===== config.mk =====
export PLATFORM = sky130hd
export DESIGN_NAME = hpt_group_walker
export DESIGN_NICKNAME = d
export VERILOG_FILES = /design/src/rtl/hptw_pkg.sv /design/src/rtl/hptw_hash.sv /design/src/rtl/hptw_match.sv /design/src/rtl/hpt_group_walker.sv
export SDC_FILE = /design/constraint.sdc
export NUM_CORES = 1
export LEC_CHECK = 0
export ABC_AREA = 1
export BUFFER_PORTS_ARGS = -buffer_cell sky130_fd_sc_hd__buf_2
export CORE_UTILIZATION = 49
export DETAILED_ROUTE_END_ITERATION = 7
export GPL_TIMING_DRIVEN = 0
export PLACE_DENSITY_LB_ADDON = 0.15
export REMOVE_ABC_BUFFERS = 1
export SLEW_MARGIN = 20
export SYNTH_ARGS = -nofsm -noshare
export SYNTH_HDL_FRONTEND = slang
export SYNTH_SLANG_ARGS = --single-unit

===== constraint.sdc =====
create_clock -name clk -period 3.5 [get_ports clk]
set_clock_uncertainty 0.2 [all_clocks]
set_input_delay 0.35 -clock clk [delete_from_list [all_inputs] [get_ports clk]]
set_output_delay 0.35 -clock clk [all_outputs]
set_load 0.02 [all_outputs]

===== src/rtl/hptw_pkg.sv =====
package hptw_pkg;
    localparam int ADDR_W     = 32;
    localparam int VSID_W     = 24;
    localparam int PIDX_W     = 16;
    localparam int API_W      = 6;
    localparam int PTE_BYTES  = 8;
    localparam int PTE_SHIFT  = $clog2(PTE_BYTES);
    localparam int W0_VALID   = 31;
    localparam int W0_SEC     = 6;
    localparam int W1_REF     = 8;
    localparam int W1_CHG     = 7;

    typedef enum logic [2:0] {
        ST_IDLE,
        ST_RD0,
        ST_RD1,
        ST_RSP,
        ST_WBR,
        ST_WBC
    } walk_st_e;
endpackage


===== src/rtl/hptw_hash.sv =====
module hptw_hash
    import hptw_pkg::*;
#(
    parameter int GRP_SHIFT = 6
) (
    input  logic [VSID_W-1:0] vsid,
    input  logic [PIDX_W-1:0] pidx,
    input  logic [ADDR_W-1:0] mask,
    output logic [ADDR_W-1:0] pri_off,
    output logic [ADDR_W-1:0] sec_off,
    output logic [ADDR_W-1:0] tag
);
    localparam int PAD_W = ADDR_W - VSID_W - GRP_SHIFT;

    logic [VSID_W-1:0] hash;

    always_comb begin
        hash    = vsid ^ {{(VSID_W-PIDX_W){1'b0}}, pidx};
        pri_off = {{PAD_W{1'b0}}, hash, {GRP_SHIFT{1'b0}}} & mask;
        sec_off = {{PAD_W{1'b0}}, ~hash, {GRP_SHIFT{1'b0}}} & mask;
        tag     = {1'b0, vsid, 1'b0, pidx[PIDX_W-1 -: API_W]};
    end
endmodule


===== src/rtl/hptw_match.sv =====
module hptw_match
    import hptw_pkg::*;
(
    input  logic [ADDR_W-1:0] word0,
    input  logic [ADDR_W-1:0] tag,
    input  logic              pass,
    output logic              hit
);
    logic [ADDR_W-1:0] cmp_mask;

    always_comb begin
        cmp_mask           = '1;
        cmp_mask[W0_VALID] = 1'b0;
        cmp_mask[W0_SEC]   = 1'b0;
        hit = word0[W0_VALID] && (word0[W0_SEC] == pass)
              && ((word0 & cmp_mask) == tag);
    end
endmodule


===== src/rtl/hpt_group_walker.sv =====
module hpt_group_walker
    import hptw_pkg::*;
#(
    parameter int WAYS = 8
) (
    input  logic                clk,
    input  logic                rst_n,
    input  logic                req_valid,
    output logic                req_ready,
    input  logic [VSID_W-1:0]   req_vsid,
    input  logic [ADDR_W-1:0]   req_ea,
    input  logic                req_store,
    input  logic [ADDR_W-1:0]   tbl_base,
    input  logic [ADDR_W-1:0]   tbl_mask,
    output logic                mem_req,
    output logic                mem_we,
    output logic [ADDR_W-1:0]   mem_addr,
    output logic [7:0]          mem_wbyte,
    input  logic                mem_ack,
    input  logic [ADDR_W-1:0]   mem_rdata,
    output logic                rsp_valid,
    output logic                rsp_hit,
    output logic [ADDR_W-1:0]   rsp_word0,
    output logic [ADDR_W-1:0]   rsp_word1,
    output logic [ADDR_W-1:0]   rsp_offset,
    output logic [ADDR_W-1:0]   rsp_raddr,
    output logic                rsp_wr_ok,
    input  logic                rsp_ack,
    input  logic                rsp_grant
);
    localparam int IDX_W     = $clog2(WAYS);
    localparam int GRP_SHIFT = $clog2(WAYS * PTE_BYTES);
    localparam logic [IDX_W-1:0] LAST_IDX = IDX_W'(WAYS - 1);

    typedef struct packed {
        walk_st_e          st;
        logic              pass;
        logic [IDX_W-1:0]  idx;
        logic              hit;
        logic              store;
        logic [VSID_W-1:0] vsid;
        logic [ADDR_W-1:0] ea;
        logic [ADDR_W-1:0] base;
        logic [ADDR_W-1:0] mask;
        logic [ADDR_W-1:0] w0;
        logic [ADDR_W-1:0] w1;
    } walk_t;

    walk_t walk_d, walk_q;

    logic [ADDR_W-1:0] pri_off, sec_off, tag, grp_off, ent_off;
    logic              w0_hit;

    hptw_hash #(.GRP_SHIFT(GRP_SHIFT)) u_hash (
        .vsid    (walk_q.vsid),
        .pidx    (walk_q.ea[27:12]),
        .mask    (walk_q.mask),
        .pri_off (pri_off),
        .sec_off (sec_off),
        .tag     (tag)
    );

    hptw_match u_match (
        .word0 (mem_rdata),
        .tag   (tag),
        .pass  (walk_q.pass),
        .hit   (w0_hit)
    );

    always_comb begin
        grp_off = walk_q.pass ? sec_off : pri_off;
        ent_off = grp_off + (ADDR_W'(walk_q.idx) << PTE_SHIFT);
    end

    always_comb begin
        walk_d    = walk_q;
        mem_req   = 1'b0;
        mem_we    = 1'b0;
        mem_addr  = walk_q.base + ent_off;
        mem_wbyte = '0;
        case (walk_q.st)
            ST_IDLE: begin
                if (req_valid) begin
                    walk_d.st    = ST_RD0;
                    walk_d.pass  = 1'b0;
                    walk_d.idx   = '0;
                    walk_d.hit   = 1'b0;
                    walk_d.store = req_store;
                    walk_d.vsid  = req_vsid;
                    walk_d.ea    = req_ea;
                    walk_d.base  = tbl_base;
                    walk_d.mask  = tbl_mask;
                end
            end
            ST_RD0: begin
                mem_req = 1'b1;
                if (mem_ack) begin
                    walk_d.w0 = mem_rdata;
                    if (w0_hit) begin
                        walk_d.st = ST_RD1;
                    end else if (walk_q.idx != LAST_IDX) begin
                        walk_d.idx = walk_q.idx + 1'b1;
                    end else if (!walk_q.pass) begin
                        walk_d.pass = 1'b1;
                        walk_d.idx  = '0;
                    end else begin
                        walk_d.st = ST_RSP;
                    end
                end
            end
            ST_RD1: begin
                mem_req  = 1'b1;
                mem_addr = walk_q.base + ent_off + ADDR_W'(4);
                if (mem_ack) begin
                    walk_d.w1  = mem_rdata;
                    walk_d.hit = 1'b1;
                    walk_d.st  = ST_RSP;
                end
            end
            ST_RSP: begin
                if (rsp_ack) begin
                    if (walk_q.hit && rsp_grant && !walk_q.w1[W1_REF])
                        walk_d.st = ST_WBR;
                    else if (walk_q.hit && rsp_grant && walk_q.store && !walk_q.w1[W1_CHG])
                        walk_d.st = ST_WBC;
                    else
                        walk_d.st = ST_IDLE;
                end
            end
            ST_WBR: begin
                mem_req   = 1'b1;
                mem_we    = 1'b1;
                mem_addr  = walk_q.base + ent_off + ADDR_W'(6);
                mem_wbyte = walk_q.w1[15:8] | 8'h01;
                if (mem_ack)
                    walk_d.st = (walk_q.store && !walk_q.w1[W1_CHG]) ? ST_WBC : ST_IDLE;
            end
            ST_WBC: begin
                mem_req   = 1'b1;
                mem_we    = 1'b1;
                mem_addr  = walk_q.base + ent_off + ADDR_W'(7);
                mem_wbyte = walk_q.w1[7:0] | 8'h80;
                if (mem_ack)
                    walk_d.st = ST_IDLE;
            end
            default: walk_d.st = ST_IDLE;
        endcase
    end

    always_ff @(posedge clk) begin
        if (!rst_n)
            walk_q <= '{st: ST_IDLE, default: '0};
        else
            walk_q <= walk_d;
    end

    assign req_ready  = (walk_q.st == ST_IDLE);
    assign rsp_valid  = (walk_q.st == ST_RSP);
    assign rsp_hit    = walk_q.hit;
    assign rsp_word0  = walk_q.w0;
    assign rsp_word1  = walk_q.w1;
    assign rsp_offset = ent_off;
    assign rsp_raddr  = {walk_q.w1[31:12], walk_q.ea[11:0]};
    assign rsp_wr_ok  = walk_q.store || walk_q.w1[W1_CHG];

    // a pending memory request does not change until acknowledged
    assert_req_hold_R12: assert property (@(posedge clk) disable iff (!rst_n)
        mem_req && !mem_ack |=> mem_req && $stable(mem_addr) && $stable(mem_we)
                                && $stable(mem_wbyte));

    // idle, response and memory phases never overlap
    assert_one_phase_R12: assert property (@(posedge clk) disable iff (!rst_n)
        $onehot0({req_ready, rsp_valid, mem_req}));

    // a word-1 read follows the acknowledged word-0 read of that entry
    assert_w1_after_w0_R3: assert property (@(posedge clk) disable iff (!rst_n)
        mem_req && !mem_we && mem_addr[2] |->
            $past(mem_req && !mem_we && !mem_addr[2] && mem_ack)
            || $past(mem_req && !mem_we && mem_addr[2] && !mem_ack));

    // a reported hit holds a valid word 0 whose flag equals the pass
    assert_hit_fields_R4: assert property (@(posedge clk) disable iff (!rst_n)
        rsp_valid && rsp_hit |-> rsp_word0[W0_VALID] && (rsp_word0[W0_SEC] == walk_q.pass));

    // writes start only after a granted acknowledge of a hit
    assert_write_after_grant_R11: assert property (@(posedge clk) disable iff (!rst_n)
        $rose(mem_we) |-> $past(rsp_valid && rsp_hit && rsp_ack && rsp_grant));

    // the changed byte carries bit 7 set and is written only for stores
    assert_chg_store_R9: assert property (@(posedge clk) disable iff (!rst_n)
        mem_req && mem_we && (mem_addr[2:0] == 3'd7) |-> walk_q.store && mem_wbyte[7]);
endmodule


## After elaboration in Yosys (flattened, before gate mapping)

Cells that the tools add are included.

| cells by class | value |
|---|---|
| add/sub/neg operators | 6 |
| eq/ne operators | 19 |
| mux-type cells | 24 |
| bitwise gates (word level) | 4 |
| reduce and logical (&&, ||, !) cells | 22 |

Operators with widths:

| kind | count |
|---|---|
| $mux 129 | 1 |
| $add 32x3->32 const B | 3 |
| $pmux 32 s3 | 1 |
| $and 30x32->32 | 2 |
| $mux 3 | 11 |
| $add 32x32->32 | 1 |
| $add 32x6->32 | 1 |
| $mux 32 | 1 |
| $eq 30x30->1 | 1 |
| $not 24->24 | 1 |
| $xor 24x16->24 | 1 |
| $pmux 3 s6 | 1 |
| $pmux 8 s2 | 1 |
| $ne 2x2->1 const B | 7 |
| $reduce_and 5->1 | 2 |
| $mux 4 | 2 |
| $pmux 4 s2 | 1 |
| $reduce_and 8->1 | 1 |
| $logic_and 1x1->1 | 7 |
| $mux 7 | 1 |
| $eq 3x2->1 const B | 2 |
| $eq 3x3->1 const B | 2 |
| $ne 3x2->1 const B | 2 |
| $ne 3x3->1 const B | 2 |
| 14 further kinds | 20 |

| word-level totals | value |
|---|---|
| register bits | 193 |
| bits of input ports | 159 |
| output and inout bits | 174 |

## Logic depth before layout (Yosys ltp)

Gate-level depths: netlist of run 1.

| logic depth | value |
|---|---|
| depth in word-level cells | 8 |
| mapped depth | 24 |

## Cells and area by module

Synthesis of run 1 repeated with hierarchy kept, for this count alone.

| second synthesis, totals | value |
|---|---|
| cells, all modules | 2,597 |
| area total of the unflattened synthesis | 15,016.9 µm² |

By module, submodules not included:

| module | times used | cells an instance | area each (µm²) |
|---|---|---|---|
| hpt_group_walker | 1 | 2,163 | 13,122.6 |
| hptw_hash | 1 | 257 | 1,224.9 |
| hptw_match | 1 | 177 | 669.4 |

## Least setup slack after synthesis of run 1

OpenSTA, ideal clock, no wires.

| timing | value |
|---|---|
| kind | register to output |
| from | register walk_q[189] in the netlist's numbering |
| to | output port mem_addr[27] |
| arrival time | 3.660 ns |
| data required time | 2.950 ns |
| slack | -0.710 ns |
| stages on the path, launching flop included | 17 |
| path buffers | 2 |
| cells stage by stage | dfxtp_1 -> clkbuf_1 -> clkbuf_1 -> xor2_1 -> nor2_1 -> ha_1 -> nand2_4 -> inv_1 -> a21oi_1 -> nand2_4 -> xor2_4 -> nand2_4 -> nor2_8 -> nand3_1 -> nand2_1 -> nand4_1 -> a21oi_1 |

| on the way | value |
|---|---|
| word-level cells in the longest chain between the ends | 5 |
| elaborated cells on any way between the ends | 7 |
| classes of those cells | 5 x add/sub; 2 x mux |

Ends and longest elaborated chain:

| element | line | text |
|---|---|---|
| from (decl) | hpt_group_walker.sv:49 | `walk_t walk_d, walk_q;` |
| from (signal assigned) | hpt_group_walker.sv:154 | `walk_q <= walk_d;` |
| $mux 32 (*) | hpt_group_walker.sv:71 | `grp_off = walk_q.pass ? sec_off : pri_off;` |
| $add 32x6->32 (*) | hpt_group_walker.sv:72 | `ent_off = grp_off + (ADDR_W'(walk_q.idx) << PTE_SHIFT);` |
| via rsp_offset[9] | hpt_group_walker.sv:25 | `output logic [ADDR_W-1:0] rsp_offset,` |
| $add 32x32->32 (*) | - |  |
| $add 32x3->32, on equally long branches | hpt_group_walker.sv:141, hpt_group_walker.sv:113, hpt_group_walker.sv:133 |  |
| $pmux 32 s3 (*) | hpt_group_walker.sv:81 | `case (walk_q.st)` |
| to (decl) | hpt_group_walker.sv:17 | `output logic [ADDR_W-1:0] mem_addr,` |

Mark *: on every way through the listed nets, which the timed path passes. The rest lies on a longest branch.

## Worst setup path in the final report of run 1

| timing | value |
|---|---|
| from | register walk_q[189] in the netlist's numbering |
| to | output port mem_addr[26] |

| on the way | value |
|---|---|
| word-level cells in the longest chain between the ends | 5 |
| elaborated cells on any way between the ends | 7 |
| classes of those cells | 5 x add/sub; 2 x mux |

Ends and longest elaborated chain:

| element | line |
|---|---|
| $mux 32 (*) | hpt_group_walker.sv:71 |
| $add 32x6->32 (*) | hpt_group_walker.sv:72 |
| $add 32x32->32 (*) | - |
| $add 32x3->32, on equally long branches | hpt_group_walker.sv:141, hpt_group_walker.sv:113, hpt_group_walker.sv:133 |
| $pmux 32 s3 (*) | hpt_group_walker.sv:81 |

Mark *: on every way between the ends. The rest lies on a longest branch, timed or not.

==> results of run 1 <==
-- logic make-up (layout without fill, tap and decap cells) --
group / count (synthesis) / count (layout)
AOI/OAI and AO/OA: 392 / 392
xor gates and xnor gates: 64 / 64
adders and majority gates: 35 / 35
buffers and inverters: 413 / 830
DFF: 181 / 181
other: 1 / 6
and+or+nand+nor: 898 / 898
-- cell usage in the layout (no fill, tap or decap), drive strengths merged, types with 2 or more instances in the layout --
cell and count:
a21oi 194, a22o 6, and2 3, buf 457, clkbuf 17, clkinv 8, clkinvlp 7, conb 5
dfxtp 181, dlygate4sd3 108, ha 34, inv 233, nand2 451, nand3 164, nand3b 3, nand4 31
nor2 226, nor3 11, nor4 4, nor4b 2, o2111ai 5, o211ai 7, o21ai 159, o221ai 3
o22ai 9, o31ai 2, or2 2, xnor2 27, xor2 37
-- area by class of cell --
class / count / area share, %
clock inverter: 14 / 0.743
sequential: 181 / 19.3
clock buffer: 17 / 2.25
timing repair inverter: 2 / 0.0663
multi-input combinational: 1394 / 48.8
inverter: 232 / 4.69
tap: 330 / 2.19
timing repair buffer: 565 / 22.0
antenna: 1 / 0.0133
-- metal layers --
layer	vias to the layer above	wire, µm	GRT usage (%)
met1	7140	19300	41.4
met2	616	24200	59.5
met3	162	2860	4.77
met4	4	2090	15.3
met5	-	22	0
li1	7132	-	-
-- report_power, final --
part	internal, mW	switching, mW	leakage, nW	total (mW)
combinational	2.45	3.75	7.13	6.20
sequential	2.46	0.330	1.49	2.79
clock	0.942	0.970	0.269	1.91
total	5.86	5.05	8.89	10.9
-- state kept, by name, summed over array words and instances, names as in the netlist --
register / flops
rsp_hit: 1
rsp_raddr: 12
rsp_word0: 32
rsp_word1: 32
walk_q: 104
-- worst register-to-register path: cells and delay by family (launching register included) --
kind	cells	cell delay [ns]
buffers and inverters	3	0.97
flip-flops	1	0.45
AND/OR/NAND/NOR	5	1.35
-- through the flow --
stage               total power [mW]  hold WS, ns  std cells  setup slack, ns  util (%)
floorplan                       5.51        0.229       1807            -3.50         -
global route                    11.5       0.0140       2736           -0.826      74.5
global placement                6.82        0.240       2452            -8.46      54.0
finish                          10.9      0.00293       2736           -0.666      74.5
detailed placement              6.98        0.245       2465           -0.718      55.2
CTS                             10.1     0.000274       2696           -0.547      70.1
-- synthesized netlist by cell type (8+ instances only) --
cell type,count,area (µm²)
nand2_2,17,106
nor2_4,9,101
o21ai_1,8,40.0
nand2_4,8,90.1
inv_1,221,830
xor2_1,31,272
ha_1,34,425
dfxtp_1,181,3620
nor2_2,14,87.6
nor2_1,202,758
o21ai_0,149,746
nand3_1,158,791
o22ai_1,9,56.3
buf_4,104,781
a21oi_1,194,971
clkbuf_1,73,274
inv_2,8,30.0
nand4_1,31,194
xnor2_1,27,236
nor3_1,10,50.1
nand2_1,426,1600
-- timing repair --
item,in CTS,in global routing
buffers inserted,89,40
endpoints found under the hold margin,124,0
cloned,3,1
hold buffers,108,0
endpoints found under the setup margin,33,30
pin swaps,123,120
resized for setup,355,197
-- path summary, 6_finish.rpt --
check                                 from                          to  depth (start not counted)
setup / recovery  walk_q[189]$_SDFFE_PN0P_                mem_addr[26]                         21
hold / removal                 tbl_base[2]     walk_q[98]$_SDFFE_PN0P_                          3
setup reg to reg  walk_q[191]$_SDFFE_PN0P_  rsp_word1[29]$_SDFFE_PN0P_                          8
hold reg to reg    walk_q[90]$_SDFFE_PN0P_     walk_q[90]$_SDFFE_PN0P_                          2
==> out/results.tsv, run 1 <==
stage	metric	value	unit
outcome	status	finished with violations	
outcome	violations	negative setup slack	
yosys	synth_compound_area_share	16.3	%
setup_path	cp-start-kind	flip-flop	
clocking	cts_sinks	181	
placed_design	place.gp.congestion	0.932	
yosys	synth_area_per_cell	6.42	µm²
yosys	synth_enable_flop_cells	0	
yosys	async_reset_ff_share	0	%
timing	period_needed	4.17	ns
yosys	synth_fa_ha_area_share	3.50	%
setup_path	crit_family	simple AND/OR/NAND/NOR gates	
global_route	first_global_vias	13981	
global_route	grt_max_degree	82	
clocking	clockBufferDepth	2	
timing	setup_slack	-0.666	ns
yosys	ys_warn_count	0	
power_and_ir_drop	p_leak	8.89	nW
global_route	grt_usage	34.1	%
timing	tightest_slew	1.01	ns
yosys	synth_ff_type	dfxtp_1	
layout	fillerInstances	1937	
setup_path	crit_buf_inv	6	
die	start_util	50.3	%
detailed_routing	drtAntennaViolNets	0	
setup_path	critical_path.max_stage_delay	0.41	ns
power_and_ir_drop	power_density	578	nW/µm²
power_and_ir_drop	peakVddDrop	0.357	mV
detailed_routing	drc	0	
setup_path	cp_max_fo	8	
yosys	synthXorXnorAreaFrac	5.02	%
setup_path	critPathKind	reg2out	
timing	slew_headroom	31.4	%
detailed_routing	wl_per_cell	17.7	µm
setup_path	critPathMostFrequentCell	nand2_2	
yosys	ys_types	51	
yosys	synth-seq-cells	181	
setup_path	crit_path_cell_trace	buf_12, buf_8, xor2_4, nor2_4, ha_4, nand2_2, nand2_2, inv_1, nand2_2, inv_2, nand4_1, nand2_4, nand2_4, nor2_4, inv_2, nor2_4, nand2_2, o211ai_1, nand3_1, o21ai_2, buf_6	
min_path	holdCritPathClass	in2reg	
yosys	syn-instance-count	1984	
detailed_routing	vias	15054	
global_route	grt_pass1_wl	71.7	mm
layout	design_area	18900	µm²
yosys	synth-simple-area-share	31.4	%
die	dieArea	26600	µm²
global_route	grt_overflow_total	0	
placed_design	place_area	14000	µm²
layout	area_growth	48.2	%
timing	fin_crit_sh	119	%
layout	multi_input_area	9210	µm²
setup_path	arrival	3.62	ns
clocking	clock-root-buffer	clkbuf_16	
setup_path	critPathCaptureType	primary output	
layout	drive_above_1_share	37.5	%
timing	slew_viol_final	0	
timing	rsz0062_at_grt	true	
placed_design	hpwl	31.4	mm
die	die_x	163	µm
setup_path	ff2ff_setup_slack	0.42	ns
setup_path	cp.required	2.95	ns
die	io_pins	333	
timing	setup_viol	24	
detailed_routing	first_iter_violations	1180	
clocking	clk_latency	0.45	ns
detailed_routing	dr.pass1.iters	5	
layout	regArea	3640	µm²
global_route	antenna_found_initial	3	
timing	final-hold-violation-count	0	
clocking	clk_pin_slew	0.08	ns
detailed_routing	wl	48.5	mm
yosys	ys_seq_area_share	28.5	%
yosys	synth_top_family_by_area	simple AND/OR/NAND/NOR gates	
clocking	cts_tree	yes	
setup_path	slowest_stage	dfxtp_4	
yosys	netlist_area	12700	µm²
die	num_rows	58	
clocking	htreeDepth	4	
die	core_area	25300	µm²
run	max-cap-violations	0	
yosys	synth_mux_area_share	0	%
clocking	cts_made_buffers	17	
detailed_routing	via_per_inst	5.50	
layout	fin_nets	2587	
die	die_y	163	µm
timing	fmax	0.240	GHz
timing	setup_tns	-12.08	ns
placed_design	io_buffers	315	
No activity file was read; power rests on OpenSTA's default activity.
==> run 2: changes to the inputs <==
--- a/config.mk
+++ b/config.mk
@@ -7,7 +7,9 @@
 export LEC_CHECK = 0
 export ABC_AREA = 1
 export BUFFER_PORTS_ARGS = -buffer_cell sky130_fd_sc_hd__buf_2
-export CORE_UTILIZATION = 49
+export CELL_PAD_IN_SITES_DETAIL_PLACEMENT = 1
+export CELL_PAD_IN_SITES_GLOBAL_PLACEMENT = 1
+export CORE_UTILIZATION = 34
 export DETAILED_ROUTE_END_ITERATION = 7
 export GPL_TIMING_DRIVEN = 0
 export PLACE_DENSITY_LB_ADDON = 0.15
==> out/results.tsv, run 2 (synthesis gave the netlist of run 1 again) <==
stage	metric	value	unit	change
placed_design	io_buffers	315		unchanged
global_route	grt_overflow_total	0		unchanged
detailed_routing	drtAntennaViolNets	0		unchanged
clocking	clk_pin_slew	0.07	ns	about the same
timing	setup_viol	24		unchanged
setup_path	arrival	3.69	ns	+0.07 ns
detailed_routing	drc	0		unchanged
layout	design_area	18800	µm²	-0.53%
power_and_ir_drop	p_sw_share	45.7	%	-0.59 points
layout	area_growth	47.4	%	
power_and_ir_drop	p_leak	8.71	nW	-2.0%
global_route	grt_max_degree	75		-8.5%
layout	layout_common_cells	nand2_1 (350), buf_2 (296), inv_1 (206)		
layout	largest_reg_flops	104		unchanged
setup_path	cp.required	2.95	ns	about the same
setup_path	critPathCaptureType	primary output		
run	max-cap-violations	0		unchanged
global_route	first_global_vias	14962		+7.0%
outcome	violations	negative setup slack		
detailed_routing	first_iter_violations	629		-47%
setup_path	critPathKind	reg2out		
placed_design	place_ws	-0.950	ns	-0.232 ns
global_route	antenna_found_initial	1		-2
timing	setup_tns	-12.73	ns	-0.648 ns
clocking	clockBufferDepth	2		unchanged
layout	largest_register	walk_q		
layout	fin_nets	2587		unchanged
global_route	grt.met1_usage	33.1	%	-8.3 points
power_and_ir_drop	seqPwrFrac	25.6	%	about the same
timing	fin_crit_sh	121	%	+2.0 points
clocking	clk_latency	0.46	ns	about the same
clocking	htreeDepth	4		unchanged
power_and_ir_drop	clkPwrFrac	19.4	%	+1.9 points
power_and_ir_drop	power_density	581	nW/µm²	+0.54%
die	io_pins	333		unchanged
setup_path	cp_max_fo	8		unchanged
timing	fmax	0.236	GHz	-1.7%
global_route	gr-usage-met2	48.9	%	-11 points
global_route	grt.busiest_layer	met2		
clocking	cts_tree	yes		
timing	final-hold-violation-count	0		unchanged
layout	drive_above_1_share	33.8	%	-3.6 points
timing	setup_slack	-0.738	ns	-0.0717 ns
timing	slew_viol_final	0		unchanged
min_path	holdCritPathClass	in2reg		
global_route	met3_usage	3.78	%	-0.99 points
detailed_routing	wl_per_cell	18.8	µm	+6.0%
power_and_ir_drop	power.switching	4.98	mW	-1.3%
global_route	grt_usage	27.2	%	-7.0 points
detailed_routing	dr.pass1.iters	5		unchanged
placed_design	hpwl	37.4	mm	+19%
global_route	grt_pass1_wl	81.6	mm	+14%
power_and_ir_drop	peakVddDrop	0.426	mV	+19%
clocking	clock-root-buffer	clkbuf_16		
timing	period_needed	4.24	ns	+0.0717 ns
timing	slew_headroom	50.8	%	+19 points
die	dieArea	38200	µm²	+44%
die	start_util	34.7	%	-16 points
placed_design	place_area	14200	µm²	+1.4%
power_and_ir_drop	p_total	10.9	mW	about the same
timing	rsz0062_at_grt	true		
outcome	status	finished with violations		
clocking	cts_sinks	181		unchanged
setup_path	cp-start-kind	flip-flop		
placed_design	place.gp.congestion	0.880		-5.6%
detailed_routing	wl	53.9	mm	+11%
clocking	cts_made_buffers	17		unchanged
timing	hold_ws	0.0122	ns	+0.00930 ns
layout	fillerInstances	4671		+140%
detailed_routing	vias	14686		-2.4%
layout	antenna_cells	0		-1
layout	layout_commonest_cell	nand2_1		
die	num_rows	70		+21%
power_and_ir_drop	p_int	5.92	mW	+1.1%
die	die_x	196	µm	+20%
die	core_area	36700	µm²	+45%
detailed_routing	via_per_inst	5.11		-7.1%
timing	tightest_slew	0.734	ns	-0.280 ns
die	die_y	196	µm	+20%
power_and_ir_drop	p_comb_share	54.9	%	-2.0 points
[run 2: cell count changes in the layout (fill, tap and decap cells not counted), sizes merged]
| cell | previous run | this run |
|---|---|---|
| buf | 457 | 434 |
| diode | 1 | 0 |
| bufinv | 0 | 3 |
| clkinv | 8 | 5 |
| dlygate4sd3 | 108 | 131 |
| clkbuf | 17 | 18 |
[run 2: path summary, 6_finish.rpt]
kind	start	endpoint	slack (ns)	depth (start not counted)
worst min register to register	walk_q[92]$_SDFFE_PN0P_	walk_q[92]$_SDFFE_PN0P_	0.26	2
worst min-delay path	tbl_mask[10]	walk_q[74]$_SDFFE_PN0P_	0.01	3
worst max-delay path	walk_q[189]$_SDFFE_PN0P_	mem_addr[30]	-0.74	22
worst max register to register	walk_q[190]$_SDFFE_PN0P_	rsp_word0[5]$_SDFFE_PN0P_	0.45	8
[run 2: cell type report]
class | instances | area (µm²) | share of cell area, %
clock buffer | 18 | 439 | 2.34
inverter | 232 | 892 | 4.75
sequential | 181 | 3640 | 19.4
tap | 468 | 586 | 3.12
clock inverter | 14 | 191 | 1.02
timing repair inverter | 2 | 12.5 | 0.0667
multi-input combinational | 1394 | 8840 | 47.1
timing repair buffer | 565 | 4170 | 22.2
[run 2: what timing repair did]
item / in CTS / in global routing
resized for setup: 267 / 174
endpoints found under the hold margin: 153 / 0
endpoints found under the setup margin: 36 / 37
pin swaps: 78 / 86
gates cloned: 4 / 0
hold buffers: 131 / 0
buffers inserted: 65 / 39
[run 2: worst max-delay path, stage by stage, from the launching register on]
cell and delay (ns):
dfxtp_4 0.41, buf_12 0.17, xor2_1 0.17, nor2_2 0.23, ha_4 0.27, nand2_1 0.06
nand2_1 0.07, nand2_1 0.08, nand2_1 0.11, a21oi_2 0.16, buf_4 0.13, nand2_1 0.04
nand2_1 0.10, nand2_4 0.10, nor2_4 0.15, nand2_2 0.11, nor2_4 0.16, nand3_2 0.11
nor2_1 0.13, nor2_1 0.06, nand2_1 0.08, nand4_1 0.11, buf_4 0.19
[run 2: metal layers]
metal | vias to the layer above | wire, µm
li1 | 7122 | -
met1 | 7179 | 23100
met2 | 318 | 27700
met3 | 65 | 1920
met4 | 2 | 1180
met5 | - | 10
[run 2: through the flow]
step / util [%] / cells
2_1_floorplan: - / 1807
3_3_place_gp: 37.7 / 2590
3_5_place_dp: 38.7 / 2605
4_1_cts: 48.4 / 2837
5_1_grt: 51.1 / 2874
6_report: 51.1 / 2874
[run 2: power groups by stage]
| stage | clock [mW] | combinational (mW) | sequential (mW) |
|---|---|---|---|
| after floorplan | 0 | 2.54 | 2.97 |
| after detailed placement | 0 | 4.38 | 2.77 |
| after global placement | 0 | 3.91 | 2.78 |
| after CTS | 2.16 | 5.44 | 2.76 |
| final | 2.12 | 5.99 | 2.80 |
| after global routing | 2.23 | 6.45 | 2.84 |
